## src/rtl/lldf_pkg.sv

```systemverilog
package lldf_pkg;

    localparam int DESC_WORDS  = 8;
    localparam int NODE_WORD   = 5;
    localparam int CTRL_WORD   = 7;
    localparam int LIST_EN_BIT = 4;
    localparam int CANCEL_BIT  = 20;

    typedef enum logic [2:0] {
        WS_IDLE,
        WS_ISSUE,
        WS_WAIT,
        WS_LOADED,
        WS_RUN
    } walk_state_e;

    typedef struct packed {
        logic start;
        logic cancel;
        logic node_wr;
    } cfg_cmd_t;

    function automatic cfg_cmd_t decode_cfg(
        input logic we,
        input logic is_node,
        input logic is_ctrl,
        input logic en_bit,
        input logic cancel_bit
    );
        cfg_cmd_t c;
        c.node_wr = we && is_node;
        c.cancel  = we && is_ctrl && cancel_bit;
        c.start   = we && is_ctrl && en_bit && !cancel_bit;
        return c;
    endfunction

endpackage

```

## src/rtl/lldf_desc_store.sv

```systemverilog
module lldf_desc_store
    import lldf_pkg::*;
#(
    parameter int DW    = 32,
    parameter int WORDS = DESC_WORDS,
    parameter int IDXW  = $clog2(WORDS)
) (
    input  logic                clk,
    input  logic                rst,
    input  logic                restart,
    input  logic                capture,
    input  logic [DW-1:0]       rdata,
    output logic [IDXW-1:0]     word_idx,
    output logic                last_word,
    output logic [WORDS*DW-1:0] desc_flat,
    output logic [DW-1:0]       next_ptr
);

    logic [IDXW-1:0] idx_q;

    assign word_idx  = idx_q;
    assign last_word = (idx_q == IDXW'(WORDS - 1));

    always_ff @(posedge clk) begin
        if (rst || restart) begin
            idx_q <= '0;
        end else if (capture) begin
            idx_q <= last_word ? '0 : idx_q + 1'b1;
        end
    end

    generate
        for (genvar g = 0; g < WORDS; g++) begin : g_word
            logic [DW-1:0] word_q;
            always_ff @(posedge clk) begin
                if (rst) begin
                    word_q <= '0;
                end else if (capture && idx_q == IDXW'(g)) begin
                    word_q <= rdata;
                end
            end
            assign desc_flat[g*DW +: DW] = word_q;
        end
    endgenerate

    assign next_ptr = desc_flat[NODE_WORD*DW +: DW];

endmodule

```

## src/rtl/lldf_walk_ctrl.sv

```systemverilog
module lldf_walk_ctrl
    import lldf_pkg::*;
#(
    parameter int AW    = 32,
    parameter int DW    = 32,
    parameter int WORDS = DESC_WORDS,
    parameter int IDXW  = $clog2(WORDS)
) (
    input  logic            clk,
    input  logic            rst,
    input  logic            start,
    input  logic            cancel,
    input  logic [DW-1:0]   head,
    input  logic            mem_rvalid,
    input  logic            last_word,
    input  logic [IDXW-1:0] word_idx,
    input  logic [DW-1:0]   next_ptr,
    input  logic            seq_done,
    output logic            mem_req,
    output logic [AW-1:0]   mem_addr,
    output logic            restart,
    output logic            capture,
    output logic            seq_start,
    output logic            ev_loaded,
    output logic            ev_done,
    output logic            list_en
);

    localparam int BSH = $clog2(DW / 8);

    walk_state_e   state;
    logic [AW-1:0] base_q;
    logic          list_en_q;
    logic          ev_done_q;
    logic          head_ok;
    logic          next_ok;

    assign head_ok = (head != '0);
    assign next_ok = (next_ptr != '0);

    assign restart = !cancel &&
                     ((state == WS_IDLE && start && head_ok) ||
                      (state == WS_RUN && seq_done && next_ok));
    assign capture = !cancel && state == WS_WAIT && mem_rvalid;

    assign mem_req   = (state == WS_ISSUE);
    assign mem_addr  = base_q + (AW'(word_idx) << BSH);
    assign seq_start = (state == WS_LOADED);
    assign ev_loaded = (state == WS_LOADED);
    assign ev_done   = ev_done_q;
    assign list_en   = list_en_q;

    always_ff @(posedge clk) begin
        if (rst) begin
            state     <= WS_IDLE;
            base_q    <= '0;
            list_en_q <= 1'b0;
            ev_done_q <= 1'b0;
        end else begin
            ev_done_q <= 1'b0;
            if (cancel) begin
                state     <= WS_IDLE;
                list_en_q <= 1'b0;
            end else begin
                unique case (state)
                    WS_IDLE: begin
                        if (start && head_ok) begin
                            state     <= WS_ISSUE;
                            base_q    <= AW'(head);
                            list_en_q <= 1'b1;
                        end
                    end
                    WS_ISSUE: state <= WS_WAIT;
                    WS_WAIT: begin
                        if (mem_rvalid) state <= last_word ? WS_LOADED : WS_ISSUE;
                    end
                    WS_LOADED: state <= WS_RUN;
                    WS_RUN: begin
                        if (seq_done) begin
                            ev_done_q <= 1'b1;
                            if (next_ok) begin
                                state  <= WS_ISSUE;
                                base_q <= AW'(next_ptr);
                            end else begin
                                state     <= WS_IDLE;
                                list_en_q <= 1'b0;
                            end
                        end
                    end
                    default: state <= WS_IDLE;
                endcase
            end
        end
    end

    AST_ONE_OUTSTANDING: assert property (@(posedge clk) disable iff (rst)
        mem_req |=> !mem_req);
    AST_START_AFTER_DATA: assert property (@(posedge clk) disable iff (rst)
        seq_start |-> $past(mem_rvalid));
    AST_DONE_FOLLOWS_SEQ: assert property (@(posedge clk) disable iff (rst)
        ev_done |-> $past(seq_done));
    AST_REQ_NEEDS_ENABLE: assert property (@(posedge clk) disable iff (rst)
        mem_req |-> list_en);
    AST_ENABLE_DROP_CAUSE: assert property (@(posedge clk) disable iff (rst)
        $fell(list_en) |-> (ev_done || $past(cancel)));

endmodule

```

## src/rtl/lldf_fetcher.sv

```systemverilog
module lldf_fetcher
    import lldf_pkg::*;
#(
    parameter int AW         = 32,
    parameter int DW         = 32,
    parameter int DESC_COUNT = DESC_WORDS
) (
    input  logic                     clk,
    input  logic                     rst,
    input  logic                     cfg_we,
    input  logic [2:0]               cfg_widx,
    input  logic [DW-1:0]            cfg_wdata,
    output logic                     mem_req,
    output logic [AW-1:0]            mem_addr,
    input  logic [DW-1:0]            mem_rdata,
    input  logic                     mem_rvalid,
    output logic [DESC_COUNT*DW-1:0] ch_desc,
    output logic                     seq_start,
    input  logic                     seq_done,
    output logic                     ev_loaded,
    output logic                     ev_done,
    output logic                     list_en
);

    localparam int IDXW = $clog2(DESC_COUNT);

    cfg_cmd_t        cmd;
    logic [DW-1:0]   node_q;
    logic            restart;
    logic            capture;
    logic            last_word;
    logic [IDXW-1:0] word_idx;
    logic [DW-1:0]   next_ptr;

    assign cmd = decode_cfg(cfg_we,
                            cfg_widx == 3'(NODE_WORD),
                            cfg_widx == 3'(CTRL_WORD),
                            cfg_wdata[LIST_EN_BIT],
                            cfg_wdata[CANCEL_BIT]);

    always_ff @(posedge clk) begin
        if (rst) begin
            node_q <= '0;
        end else if (cmd.node_wr) begin
            node_q <= cfg_wdata;
        end
    end

    lldf_walk_ctrl #(
        .AW(AW), .DW(DW), .WORDS(DESC_COUNT), .IDXW(IDXW)
    ) u_ctrl (
        .clk        (clk),
        .rst        (rst),
        .start      (cmd.start),
        .cancel     (cmd.cancel),
        .head       (node_q),
        .mem_rvalid (mem_rvalid),
        .last_word  (last_word),
        .word_idx   (word_idx),
        .next_ptr   (next_ptr),
        .seq_done   (seq_done),
        .mem_req    (mem_req),
        .mem_addr   (mem_addr),
        .restart    (restart),
        .capture    (capture),
        .seq_start  (seq_start),
        .ev_loaded  (ev_loaded),
        .ev_done    (ev_done),
        .list_en    (list_en)
    );

    lldf_desc_store #(
        .DW(DW), .WORDS(DESC_COUNT), .IDXW(IDXW)
    ) u_store (
        .clk       (clk),
        .rst       (rst),
        .restart   (restart),
        .capture   (capture),
        .rdata     (mem_rdata),
        .word_idx  (word_idx),
        .last_word (last_word),
        .desc_flat (ch_desc),
        .next_ptr  (next_ptr)
    );

endmodule

```

## config.mk

```make
export PLATFORM = sky130hd
export DESIGN_NAME = lldf_fetcher
export DESIGN_NICKNAME = d
export VERILOG_FILES = /design/src/rtl/lldf_pkg.sv /design/src/rtl/lldf_desc_store.sv /design/src/rtl/lldf_walk_ctrl.sv /design/src/rtl/lldf_fetcher.sv
export SDC_FILE = /design/constraint.sdc
export NUM_CORES = 1
export LEC_CHECK = 0
export ABC_AREA = 0
export BUFFER_PORTS_ARGS = -buffer_cell sky130_fd_sc_hd__clkbuf_2
export CELL_PAD_IN_SITES_DETAIL_PLACEMENT = 1
export CELL_PAD_IN_SITES_GLOBAL_PLACEMENT = 1
export CORE_UTILIZATION = 41
export DETAILED_ROUTE_END_ITERATION = 8
export HOLD_SLACK_MARGIN = 0.06
export PLACE_DENSITY_LB_ADDON = 0.1
export SYNTH_ARGS = -nofsm -noshare
export SYNTH_HDL_FRONTEND = slang
export SYNTH_SLANG_ARGS = --single-unit
```

## constraint.sdc

```tcl
create_clock -name clk -period 4.9 [get_ports clk]
set_input_delay 1.47 -clock clk [delete_from_list [all_inputs] [get_ports clk]]
set_output_delay 1.47 -clock clk [all_outputs]
set_load 0.05 [all_outputs]
```

==> results.yml <==
timing:
  skew_ns: 0.0149
  timing.hold.ws_ns: 0.454
  setup_tns_ns: 0
  relSlewSlack_pct: 39.3
  fin_crit_ns: 4.56
  hold_violations: 0
  fmax_ghz: 0.219
  setup_viol: 0
  rsz0062_at_grt: "false"
  drv_slew: 0
  setup_ws_ns: 0.338
  worstMarginPinSlew_ns: 0.911
  period_share_pct: 93.1
critical_path:
  critPathBufInv: 2
  crit_family: "simple AND/OR/NAND/NOR gates"
  path_cells: "ha_1, inv_1, fa_1, nor2b_1, o21ai_1, nor3_2, nand2_1, xnor2_1, clkbuf_2"
  worst_path_largest_cell_delay_ns: 0.53
  crit_type: "reg -> out"
  cp.arrival_ns: 3.09
  cp.required_ns: 3.43
  cp-end-kind: "output pin"
  cp_slowest_cell: "nor3_2"
  start_kind: "flip-flop"
  crit_fanout: 6
job:
  maxCapViolCount: 0
power_and_ir_drop:
  power_density_mw_per_mm2: 354
  ir_worst_vdd_v: 0.000228
  p_leak_nw: 6.09
  fin_total_pwr_mw: 5.67
die:
  ioPinCount: 365
  core_mm2: 0.0309
  die_area_mm2: 0.0325
  die_x_um: 180
  start_util_pct: 42.1
  die_h_um: 180
  row_count: 64
global_route:
  grt_pass1_vias: 12400
  grt_pass1_wl_um: 73100
  grt_max_degree: 124
  antenna_found_initial: 0
  grtUsageTotal_pct: 28.7
  grt-ovfl-total: 0
detailed_routing:
  vias: 12300
  first_pass_iters: 4
  viasPerCell: 5.32
  routedWlPerCell_um: 20.5
  drt-total-wl_um: 47400
  drc: 0
  ant_nets: 0
  drt_iter0_drc: 702
clock_network:
  cts_hold_buf: 0
  htreeDepth: 2
  tritoncts: "built"
  cts_root_buffer: "clkbuf_16"
  cts_buffer_depth: 3
  clock_sinks: 328
  numCtsBuffers: 38
  cts_setup_buffers: 0
  cts.reportedPaths.clkPinSlew_ns: 0.05
  insertion_delay_ns: 0.52
  cts_resized: 0
layout:
  diodes: 0
  area_delta_synth_final_pct: 23.1
  final_nets: 1968
  final_layout_size_suffix_gt1_share_pct: 25.7
  fillers: 3854
placed_design:
  dp_hpwl_um: 32400
  dp_slack_ns: 0.859
  routabilityCongestion: 0.834
  portBuffers: 364
logic_synthesis:
  ys_dominant_reg_cell: "dfxtp_1"
  synth_cell_types: 41
  syn_nets: 1690
  async_reset_ff_share_pct: 0
  syn_area_per_cell_um2: 8.10
  yosysWarnings: 0
  synth-edff-count: 0
  yosysMostFrequentCell: "nand2_1"
  yosysTopAreaCell: "dfxtp_1"
  ys_seq_area_share_pct: 50.4
  synth_commonest_cells: "nand2_1, dfxtp_1, a21oi_1"
  synthTopCellsByArea: "dfxtp_1, nand2_1, a21oi_1"
  syn_inst: 1608
  synth_area_mm2: 0.0130
  yosysTopAreaCellShare_pct: 50.4
  ys_ff_latch: 328
hold_path:
  hold_path_class: "reg -> reg"
status:
  status: "completed"
## kinds of logic (layout without fill, tap and decap cells)
logic type      after synthesis  in the layout  synth area share, %
xor+xnor                     27             27                 1.82
mux                          32             32                 2.46
simple gates                719            719                 22.8
compound gates              334            334                 15.1
fa+ha+maj                    10             10                 1.02
buf+inv                     158            462                 6.36
flops                       328            328                 50.4
## final timing paths
path	from	to	slack (ns)	cells after the start
worst max-delay path	u_store.word_idx[0]	mem_addr[30]	0.34	9
worst min-delay path	u_store.g_word[7].word_q[20]	u_store.g_word[7].word_q[20]	0.45	2
worst max register to register	u_ctrl.state[2]	u_store.g_word[3].word_q[8]	2.32	7
worst min register to register	u_store.g_word[7].word_q[20]	u_store.g_word[7].word_q[20]	0.45	2
## cells in the final DEF, fill, tap and decap left out, types with 5 or more instances in the layout
master and count:
ha_1 9, and3_1 7, xnor2_1 23, nand4_1 7, and4_1 7, clkbuf_1 9, nor3_1 35, clkbuf_16 39
a211oi_2 28, nand3_1 11, dfxtp_1 328, nand2_1 594, nor2_1 12, inv_1 8, a21oi_1 292, mux2i_1 32
clkbuf_8 12, nor4_1 16, buf_4 20, clkbuf_2 363, a211oi_1 5
## tightest hold or removal path: cells and delay by family (launching register included)
family	cells	cell delay, ns
simple gates	1	0.05
compound gates	1	0.05
flops	1	0.30
## through the flow
| stage | area (um2) | util (%) | instances |
|---|---|---|---|
| after floorplan | 13000 | - | 1608 |
| after global placement | 14800 | 47.9 | 2242 |
| after detailed placement | 14800 | 47.9 | 2242 |
| after CTS | 16000 | 51.8 | 2308 |
| after global routing | 16000 | 51.8 | 2308 |
| final | 16000 | 51.8 | 2308 |
## sequential cells by signal, indices dropped and copies added (netlist names)
register,cells
u_store.next_ptr,32
u_ctrl.base_q,32
u_ctrl.list_en,1
u_ctrl.ev_done,1
u_store.g_word.word_q,224
u_ctrl.state,3
node_q,32
u_store.word_idx,3
## metal layers
layer,up-vias,global-route usage (%),share of wire [%]
met5,-,0,0
li1,5838,-,-
met1,6020,36.0,43
met3,74,6.81,6.5
met4,0,8.27,2.6
met2,346,48.8,48
## final cells by class
| class | count | area, um2 | area share [%] |
|---|---|---|---|
| clock buffers | 60 | 1170 | 7.33 |
| clock inverters | 6 | 40.0 | 0.250 |
| inverters | 8 | 30.0 | 0.187 |
| multi-input cells | 1122 | 5650 | 35.3 |
| flip-flops and latches | 328 | 6570 | 41.0 |
| well taps | 396 | 495 | 3.09 |
| repair buffers | 388 | 2060 | 12.9 |
## where the power goes
part	total, mW	switching [mW]	leakage, nW	internal (mW)
registers	2.69	0.0120	2.64	2.68
clock network	2.76	1.12	0.598	1.64
logic	0.220	0.166	2.85	0.0533
total	5.67	1.30	6.09	4.37
No activity file was read; power rests on OpenSTA's default activity.
